`config.mk`:
```
export PLATFORM = sky130hd
export DESIGN_NAME = capbank_cal
export DESIGN_NICKNAME = d
export VERILOG_FILES = /design/src/rtl/cbcal_pkg.sv /design/src/rtl/cbcal_datapath.sv /design/src/rtl/cbcal_ctrl.sv /design/src/rtl/capbank_cal.sv
export SDC_FILE = /design/constraint.sdc
export NUM_CORES = 1
export LEC_CHECK = 0
export BUFFER_PORTS_ARGS = -buffer_cell sky130_fd_sc_hd__clkbuf_2
export CAP_MARGIN = 20
export CORE_UTILIZATION = 36
export CTS_BUF_LIST = sky130_fd_sc_hd__clkbuf_8
export DETAILED_ROUTE_END_ITERATION = 7
export GPL_TIMING_DRIVEN = 0
export MAX_ROUTING_LAYER = met4
export SYNTH_ARGS = -nofsm -noshare
export SYNTH_HDL_FRONTEND = slang
export SYNTH_SLANG_ARGS = --single-unit
```
`constraint.sdc`:
```
create_clock -name clk -period 3.8 [get_ports clk]
set_clock_uncertainty 0.15 [all_clocks]
set_input_delay 0.38 -clock clk [delete_from_list [all_inputs] [get_ports clk]]
set_output_delay 0.38 -clock clk [all_outputs]
set_load 0.1 [all_outputs]
```
`src/rtl/cbcal_pkg.sv`:
```
package cbcal_pkg;
  typedef enum logic [1:0] {PER_SAR, PER_CORR, PER_WAIT} perSel_e;

  typedef struct packed {
    logic    init;
    logic    trial;
    logic    decide;
    logic    stepUp;
    logic    stepDown;
    logic    clrMoves;
    logic    setErr1;
    logic    setErr2;
    logic    load;
    perSel_e per;
  } strobes_t;
endpackage

```
`src/rtl/cbcal_datapath.sv`:
```
module cbcal_datapath
  import cbcal_pkg::*;
#(
  parameter int UNIT   = 4,
  parameter int CODE_W = 9,
  parameter int MOVE_W = 4
) (
  input  logic              clk,
  input  logic              rstN,
  input  strobes_t          strb,
  input  logic [1:0]        level,
  input  logic [1:0]        sarSel,
  input  logic [1:0]        corrSel,
  input  logic [1:0]        waitSel,
  output logic [CODE_W-1:0] calCode,
  output logic [MOVE_W-1:0] moves,
  output logic              timerDone,
  output logic              bitZero,
  output logic              atMax,
  output logic              atMin,
  output logic              err1,
  output logic              err2
);
  localparam int MAXPER = UNIT * 160;
  localparam int TW     = $clog2(MAXPER + 1);
  localparam int IW     = $clog2(CODE_W);

  logic [TW-1:0] timer;
  logic [TW-1:0] period;
  logic [IW-1:0] bitIdx;

  always_comb begin
    case (strb.per)
      PER_SAR:  period = TW'(UNIT) << sarSel;
      PER_CORR: period = TW'(UNIT * 20) << corrSel;
      default:  period = TW'(UNIT * 20) << waitSel;
    endcase
  end

  assign timerDone = (timer == '0);
  assign bitZero   = (bitIdx == '0);
  assign atMax     = &calCode;
  assign atMin     = (calCode == '0);

  always_ff @(posedge clk or negedge rstN) begin
    if (!rstN)            timer <= '0;
    else if (strb.load)   timer <= period - TW'(1);
    else if (timer != '0) timer <= timer - TW'(1);
  end

  always_ff @(posedge clk or negedge rstN) begin
    if (!rstN) begin
      calCode <= '0;
      bitIdx  <= '0;
      moves   <= '0;
      err1    <= 1'b0;
      err2    <= 1'b0;
    end else begin
      if (strb.init) begin
        calCode <= '0;
        bitIdx  <= IW'(CODE_W - 1);
        moves   <= '0;
        err1    <= 1'b0;
        err2    <= 1'b0;
      end
      if (strb.trial) calCode[bitIdx] <= 1'b1;
      if (strb.decide) begin
        if (level[1]) calCode[bitIdx] <= 1'b0;
        if (bitIdx != '0) bitIdx <= bitIdx - IW'(1);
      end
      if (strb.stepUp) begin
        calCode <= calCode + CODE_W'(1);
        moves   <= moves + MOVE_W'(1);
      end
      if (strb.stepDown) begin
        calCode <= calCode - CODE_W'(1);
        moves   <= moves + MOVE_W'(1);
      end
      if (strb.clrMoves) moves <= '0;
      if (strb.setErr1)  err1 <= 1'b1;
      if (strb.setErr2)  err2 <= 1'b1;
    end
  end
endmodule

```
`src/rtl/cbcal_ctrl.sv`:
```
module cbcal_ctrl
  import cbcal_pkg::*;
#(
  parameter int CORR_LIMIT = 8,
  parameter int FINE_LIMIT = 2,
  parameter int MOVE_W     = 4
) (
  input  logic              clk,
  input  logic              rstN,
  input  logic              start,
  input  logic              corrEn,
  input  logic              fineEn,
  input  logic [1:0]        level,
  input  logic              timerDone,
  input  logic              bitZero,
  input  logic              atMax,
  input  logic              atMin,
  input  logic [MOVE_W-1:0] moves,
  output strobes_t          strb,
  output logic              busy
);
  typedef enum logic [2:0] {S_IDLE, S_TRIAL, S_SAR, S_CORR, S_FINE, S_PLL} state_e;

  state_e state, nextState;
  logic   inCorr, leave;
  logic [MOVE_W-1:0] limit;

  assign busy   = (state != S_IDLE);
  assign inCorr = (state == S_CORR);
  assign limit  = inCorr ? MOVE_W'(CORR_LIMIT) : MOVE_W'(FINE_LIMIT);

  always_ff @(posedge clk or negedge rstN) begin
    if (!rstN) state <= S_IDLE;
    else       state <= nextState;
  end

  always_comb begin
    strb      = strobes_t'('0);
    nextState = state;
    leave     = 1'b0;
    case (state)
      S_IDLE: if (start) begin
        strb.init = 1'b1;
        nextState = S_TRIAL;
      end
      S_TRIAL: begin
        strb.trial = 1'b1;
        strb.load  = 1'b1;
        strb.per   = PER_SAR;
        nextState  = S_SAR;
      end
      S_SAR: if (timerDone) begin
        strb.decide = 1'b1;
        if (!bitZero) nextState = S_TRIAL;
        else if (corrEn || fineEn) begin
          strb.clrMoves = 1'b1;
          strb.load     = 1'b1;
          strb.per      = PER_CORR;
          nextState     = corrEn ? S_CORR : S_FINE;
        end else begin
          strb.load = 1'b1;
          strb.per  = PER_WAIT;
          nextState = S_PLL;
        end
      end
      S_CORR, S_FINE: if (timerDone) begin
        if (level == 2'd1) leave = 1'b1;
        else if (moves == limit) begin
          leave        = 1'b1;
          strb.setErr2 = inCorr;
        end else if (level == 2'd0) begin
          if (atMax) begin
            leave        = 1'b1;
            strb.setErr2 = 1'b1;
          end else begin
            strb.stepUp = 1'b1;
            strb.load   = 1'b1;
            strb.per    = PER_CORR;
          end
        end else begin
          if (atMin) begin
            leave        = 1'b1;
            strb.setErr2 = 1'b1;
          end else begin
            strb.stepDown = 1'b1;
            strb.load     = 1'b1;
            strb.per      = PER_CORR;
          end
        end
        if (leave) begin
          strb.load = 1'b1;
          if (inCorr && fineEn) begin
            strb.clrMoves = 1'b1;
            strb.per      = PER_CORR;
            nextState     = S_FINE;
          end else begin
            strb.per  = PER_WAIT;
            nextState = S_PLL;
          end
        end
      end
      S_PLL: if (timerDone) begin
        strb.setErr1 = (level != 2'd1);
        nextState    = S_IDLE;
      end
      default: nextState = S_IDLE;
    endcase
  end
endmodule

```
`src/rtl/capbank_cal.sv`:
```
module capbank_cal
  import cbcal_pkg::*;
#(
  parameter int UNIT       = 4,
  parameter int CODE_W     = 9,
  parameter int CORR_LIMIT = 8,
  parameter int FINE_LIMIT = 2
) (
  input  logic              clk,
  input  logic              rstN,
  input  logic              start,
  input  logic [1:0]        sarSel,
  input  logic [1:0]        corrSel,
  input  logic [1:0]        waitSel,
  input  logic              corrEn,
  input  logic              fineEn,
  input  logic [1:0]        level,
  input  logic              manualSel,
  input  logic [CODE_W-1:0] manualCode,
  output logic [CODE_W-1:0] codeOut,
  output logic              busy,
  output logic              errLevel,
  output logic              errSearch
);
  localparam int MOVE_W = $clog2(CORR_LIMIT + 1);

  strobes_t          strb;
  logic [CODE_W-1:0] calCode;
  logic [MOVE_W-1:0] moves;
  logic              timerDone, bitZero, atMax, atMin;

  cbcal_ctrl #(
    .CORR_LIMIT(CORR_LIMIT), .FINE_LIMIT(FINE_LIMIT), .MOVE_W(MOVE_W)
  ) u_ctrl (
    .clk(clk), .rstN(rstN), .start(start), .corrEn(corrEn), .fineEn(fineEn),
    .level(level), .timerDone(timerDone), .bitZero(bitZero), .atMax(atMax),
    .atMin(atMin), .moves(moves), .strb(strb), .busy(busy)
  );

  cbcal_datapath #(
    .UNIT(UNIT), .CODE_W(CODE_W), .MOVE_W(MOVE_W)
  ) u_dp (
    .clk(clk), .rstN(rstN), .strb(strb), .level(level), .sarSel(sarSel),
    .corrSel(corrSel), .waitSel(waitSel), .calCode(calCode), .moves(moves),
    .timerDone(timerDone), .bitZero(bitZero), .atMax(atMax), .atMin(atMin),
    .err1(errLevel), .err2(errSearch)
  );

  assign codeOut = manualSel ? manualCode : calCode;
endmodule

```
After elaboration in Yosys (flattened, before gate mapping)
Cells that the tools add are included.
{ "word_totals": {"ff_bits": 32, "latch_bits": 0, "ram_bits": 0, "romBits": 0, "inputBits": 23, "out_inout_bits": 12, "wordCells": 129, "n_memories": 0} }
{ "classes": {"n_addsub": 6, "n_mul": 0, "n_div": 0, "order_cmp": 2, "n_eq_ne": 14, "shifts": 3, "mux": 75, "bitwise_logic": 3, "n_reduce_logical": 19} }
{ "op_table": {"columns": ["op", "n"], "rows": [
  ["$mux W9", 7],
  ["$mux W3", 15],
  ["$mux W4", 11],
  ["$mux W1", 30],
  ["$mux W10", 2],
  ["$pmux W10 S2", 1],
  ["$shl A7 B2 Y10 const A", 2],
  ["$sub A10 B1 Y10 const B", 2],
  ["$pmux W3 S5", 1],
  ["$logic_not A10 Y1", 1],
  ["$mux W2", 5],
  ["$reduce_bool A10 Y1", 1],
  ["$shl A3 B2 Y10 const A", 1],
  ["$add A9 B1 Y9 const B", 1],
  ["$and A9 B9 Y9", 1],
  ["$logic_not A9 Y1", 1],
  ["$not A9 Y9", 1],
  ["$or A9 B9 Y9", 1],
  ["$pmux W3 S3", 1],
  ["$reduce_and A9 Y1", 1],
  ["$sub A9 B1 Y9 const B", 1],
  ["$ne A2 B2 Y1 const B", 4],
  ["$reduce_bool A4 Y1", 2],
  ["$eq A3 B2 Y1 const B", 2],
  ["20 further kinds", 27]
]} }

Logic depth before layout (Yosys ltp)
{ "logic_depth": {"word_depth": 14, "ltp_mapped": 12, "depth_no_buf": 12} }

By module
From an unflattened synthesis, not the netlist that was laid out.
{ "hier_totals": {"cells_unflattened": 318, "area_unflattened_um2": 2716.4} }
{ "modules_own_cells": {"columns": ["module", "n_inst", "cells_each", "area_each_um2", "seq_area_each_um2"], "rows": [
  ["cbcal_datapath", 1, 238, 2060.7, 725.7],
  ["cbcal_ctrl", 1, 70, 509.2, 75.1],
  ["capbank_cal", 1, 10, 146.4, 0.0]
]} }

Least setup slack after synthesis
No wires, ideal clock.
{ "synth_timing": {"path_kind": "register to output", "startpoint": "register u_dp.calCode[0]", "endpoint": "output port codeOut[0]", "arrival_time_ns": 2.783, "required_ns": 3.270, "path_slack_ns": 0.487, "path_stages_with_launch": 4, "n_path_buf": 1, "cell_sequence": "dfrtp_1 clkbuf_1 inv_1 o21ai_0"} }
{ "synth_between": {"elab_chain_cells": 1} }
{ "synth_rtl": {"columns": ["element", "line_no", "rtl"], "rows": [
  ["start: declaration", "cbcal_datapath.sv:15", "output logic [CODE_W-1:0] calCode,"],
  ["start signal: assignment", "cbcal_datapath.sv:72", "calCode <= calCode + CODE_W'(1);"],
  ["start signal: assignment", "cbcal_datapath.sv:76", "calCode <= calCode - CODE_W'(1);"],
  ["$mux W9", "capbank_cal.sv:49", "assign codeOut = manualSel ? manualCode : calCode;"],
  ["end: declaration", "capbank_cal.sv:20", "output logic [CODE_W-1:0] codeOut,"]
]} }
No other way between the ends.

Worst setup path after layout
{ "layout_timing": {"startpoint": "register u_dp.calCode[3]", "endpoint": "register u_dp.timer[7]"} }
{ "layout_between": {"elab_chain_cells": 14, "elab_cells_between_ends": 23, "classes_between": "1 x add/sub; 1 x eq/ne; 17 x mux; 4 x reduce/logical"} }
{ "layout_rtl": {"columns": ["element", "line_no", "rtl"], "rows": [
  ["$logic_not A9 Y1 or $reduce_and A9 Y1 (tied branches)", "cbcal_datapath.sv:43, cbcal_datapath.sv:42", null],
  ["$mux W1 (on tied branches)", "cbcal_ctrl.sv:81, cbcal_ctrl.sv:72", null],
  ["$mux W1", "cbcal_ctrl.sv:71", "end else if (level == 2'd0) begin"],
  ["$mux W1", "cbcal_ctrl.sv:68", "else if (moves == limit) begin"],
  ["$mux W1", "cbcal_ctrl.sv:67", "if (level == 2'd1) leave = 1'b1;"],
  ["$mux W1", "cbcal_ctrl.sv:66", "S_CORR, S_FINE: if (timerDone) begin"],
  ["$mux W1", "cbcal_ctrl.sv:41", "case (state)"],
  ["$mux W3 (*)", "cbcal_ctrl.sv:90", "if (leave) begin"],
  ["$mux W4 (*)", "cbcal_ctrl.sv:66", null],
  ["$pmux W3 S3 (*)", "cbcal_ctrl.sv:41", null],
  ["$eq A2 B1 Y1 or $logic_not A2 Y1 (tied branches)", "cbcal_datapath.sv:33", "case (strb.per)"],
  ["$pmux W10 S2", "cbcal_datapath.sv:33", null],
  ["$sub A10 B1 Y10", "cbcal_datapath.sv:47", "else if (strb.load) timer <= period - TW'(1);"],
  ["$mux W10", "cbcal_datapath.sv:47", null],
  ["end signal: assignment", "cbcal_datapath.sv:47", null],
  ["end signal: assignment", "cbcal_datapath.sv:48", "else if (timer != '0) timer <= timer - TW'(1);"],
  ["end: declaration", "cbcal_datapath.sv:28", "logic [TW-1:0] timer;"]
]} }
Mark *: on every way between the ends. The rest lies on a longest branch, timed or not. The select of a mux whose other input is x is not followed.
A chain may end at the register's enable or synchronous reset.

==> key figures <==
Outcome
  – Outcome: finished clean

Timing
  – Worst Tran Pin Value: 0.868 ns
  – Crit path time final: 3.49 ns
  – Final Hold Vio Count: 0
  – Final setup vio count: 0
  – Rel. slew slack: 42.1%
  – Fmax: 287 MHz
  – Tcrit/Tclk final: 91.7%
  – Worst hold margin: 0.0362 ns
  – Setup TNS: 0 ns
  – Post-route setup slack: 0.315 ns
  – Final Max Tran Viols: 0
  – RSZ-0062 raised after global routing: false

Power
  – PD cells: 626 nW/um^2
  – Net switching power figure: 1.01 mW
  – Switching part of the total: 50.2%
  – Leakage: 1.39 nW
  – Clock Power Share: 14.7%
  – Sequential power share: 26.6%
  – Internal: 1.00 mW
  – VDD IR max: 254 uV
  – Combinational power share: 58.7%

Routing
  – Wire per inst: 16.0 um
  – Drt total wl: 7.66 mm
  – Starting DRT DRC Count: 189
  – ANT nets after route: 0
  – Iteration count of the initial detailed-routing pass: 4
  – Via/cell ratio: 5.83
  – Via count: 2786
  – Residual DRC count: 0

Logic synthesis
  – Top FF cell, synth: dfrtp_1
  – Synth unique cells: 69
  – FFs w/ async S/R, synth: 100%
  – Yosys reg bits: 32
  – Syn Area/Cell: 8.35 sq um
  – Most frequent cell after synthesis: dfrtp_1
  – Syn_nets: 371
  – Mapped Area: 2820 sq um
  – Synth top cells by count: dfrtp_1, a21oi_1, nor2_1
  – Top cell type's share of synthesized area: 28.4%
  – Seq/Total Area, Yosys: 28.4%
  – Yosys top cell by area: dfrtp_1
  – Number of flops mapped to enable cells by yosys: 0
  – Post-Synthesis Cells: 338
  – Ys Warns: 0
  – Top cells by area, synth: dfrtp_1, a21oi_1, ha_1

CTS
  – CTS tree: built
  – Setup Buffers After CTS: 0
  – Num CTS Buffers: 5
  – CTS Buffer Depth: 2
  – Hold-fix buffers at CTS: 0
  – Clock latency on the worst-skew pair: 0.29 ns
  – # clock sinks: 32
  – Clock slew at reported path FFs: 0.08 ns
  – Root Buffer: clkbuf_8
  – H-tree depth: 2
  – CTS resizes: 0

Critical path
  – Critical path class: reg -> reg
  – CP max FO: 10
  – Crit start category: flop
  – Required @ worst endpoint: 3.81 ns
  – Slowest-stage cell, CP: dfrtp_1
  – Worst-path cell chain: clkbuf_1 > nand3_1 > or2_2 > nor2_1 > ha_1 > nor3_1 > a21o_1 > o22a_1 > a21oi_1 > nand3_1 > o31a_1 > a2bb2oi_1
  – Worst Path Arrival: 3.49 ns
  – Max incr delay on CP: 0.38 ns
  – CP dominant cell by count: nand3_1
  – Crit. End Element: flop

Cells and area
  – Area of the multi-input gates: 1910 sq um
  – Nets@finish: 412
  – Area grow syn2layout: 13.8%
  – Diode count: 0
  – Reg area: 801 sq um
  – Fill cells: 769
  – Post-Layout Cell Count: 478
  – Final Util: 43.4%
  – Share of cells above drive strength 1: 19.3%

Placed design
  – Placer Congestion: 0.919
  – Placed cells: 471
  – Post-DP HPWL: 5.72 mm
  – Port Buf Inserts: 34
  – Worst-case setup slack after placement: 0.358 ns

Floorplanning
  – Cell Rows: 31
  – DIE HEIGHT: 90.6 um
  – DIE AREA: 8200 sq um
  – Core ar.: 7410 sq um
  – Initial core utilization: 38.1%
  – I/O pins: 35
  – Width of the die: 90.6 um

Global route
  – Global router's overall resource usage: 20.3%
  – First-pass GRT wire length: 13.2 mm
  – Initial antenna violation count: 0
  – Largest net degree at the start of global routing: 33
  – GR Overflow Total: 0
  – Vias in the first global route: 2722

Flow run
  – Max cap viols: 0

Hold path
  – Hold Path Class: in -> async
==> cell usage in the layout, fill, tap and decap left out, types with 4 or more instances in the layout <==
| cell type | n |
|---|---|
| o21ai_0 | 12 |
| a21oi_1 | 28 |
| o21ai_1 | 6 |
| clkbuf_2 | 34 |
| buf_2 | 7 |
| ha_1 | 10 |
| nand2_1 | 25 |
| inv_1 | 7 |
| nand4_1 | 5 |
| nor4_2 | 4 |
| nor2_1 | 28 |
| nor3_1 | 11 |
| nand2b_1 | 10 |
| mux2i_1 | 9 |
| mux2_2 | 7 |
| nor4_1 | 5 |
| clkbuf_8 | 7 |
| o221ai_1 | 4 |
| o22ai_1 | 5 |
| dfrtp_1 | 32 |
| o22a_1 | 4 |
| nand3_1 | 13 |
| a22oi_1 | 12 |
| a221o_1 | 4 |
| clkbuf_1 | 14 |
| a22o_1 | 5 |
==> flip-flops by register name (all words and copies together) (netlist names) <==
signal,flops
u_dp.err2,1
u_dp.timer,10
u_dp.err1,1
u_dp.moves,4
u_ctrl.state,3
u_dp.calCode,9
u_dp.bitIdx,4
==> stage by stage <==
stage | cell area, sq um | power [mW]
finish | 3210 | 2.01
global route | 3210 | 2.17
CTS | 3210 | 2.01
detailed placement | 3120 | 1.71
global placement | 3120 | 1.68
floorplan | 2820 | 1.46
==> routing by layer <==
layer | vias to the layer above | part of all wire (%) | global-route usage [%]
met4 | 0 | 2.1 | 7.80
met2 | 72 | 46 | 31.8
met1 | 1318 | 48 | 26.3
li1 | 1382 | - | -
met3 | 14 | 3.4 | 3.20
met5 | - | 0 | -
==> path summary, 6_finish.rpt <==
path	from	end	slack [ns]	cells after the start
max in group asynchronous	rstN	u_dp.timer[2]$_DFFE_PN0P_	2.91	1
hold reg to reg	u_dp.err2$_DFFE_PN0P_	u_dp.err2$_DFFE_PN0P_	0.35	1
setup / recovery	u_dp.calCode[3]$_DFF_PN0_	u_dp.timer[7]$_DFFE_PN0P_	0.31	12
hold / removal	rstN	u_dp.moves[1]$_DFFE_PN0P_	0.04	1
min in group clk	corrEn	u_ctrl.state[2]$_DFFE_PN0P_	0.32	4
setup reg to reg	u_dp.calCode[3]$_DFF_PN0_	u_dp.timer[7]$_DFFE_PN0P_	0.31	12
==> power by group through the flow <==
| stage | sequential, mW | combinational (mW) | clock [mW] |
|---|---|---|---|
| final | 0.536 | 1.18 | 0.296 |
| after global routing | 0.550 | 1.30 | 0.321 |
| after detailed placement | 0.540 | 1.17 | 0 |
| after global placement | 0.538 | 1.14 | 0 |
| after floorplan | 0.531 | 0.929 | 0 |
| after CTS | 0.535 | 1.17 | 0.306 |
==> worst max-delay path, delay by kind of cell, from the launching register on <==
| family | cells | cell delay (ns) |
|---|---|---|
| AO/OA/AOI/OAI | 5 | 1.21 |
| buffers and inverters | 1 | 0.35 |
| AND/OR/NAND/NOR | 5 | 1.08 |
| flip-flops | 1 | 0.38 |
| adder cells (fa/ha/maj) | 1 | 0.17 |
==> cells by family (layout without fill, tap and decap cells) <==
family / after synthesis / in the layout / synth area share (%)
mux: 18 / 18 / 6.91
buf+inv: 29 / 70 / 4.16
xor+xnor: 3 / 3 / 0.931
simple gates: 133 / 133 / 26.5
fa+ha+maj: 10 / 10 / 4.43
compound gates: 113 / 113 / 28.7
flops: 32 / 32 / 28.4
==> cell type report <==
class	count	share of cell area, %
Multi-Input combinational cell	277	59.3
Buffer	22	2.84
Inverter	7	0.817
Sequential cell	32	24.9
Tap cell	99	3.85
Timing Repair Buffer	34	5.29
Clock buffer	7	3.00
Power figures use the tool's default switching activity.
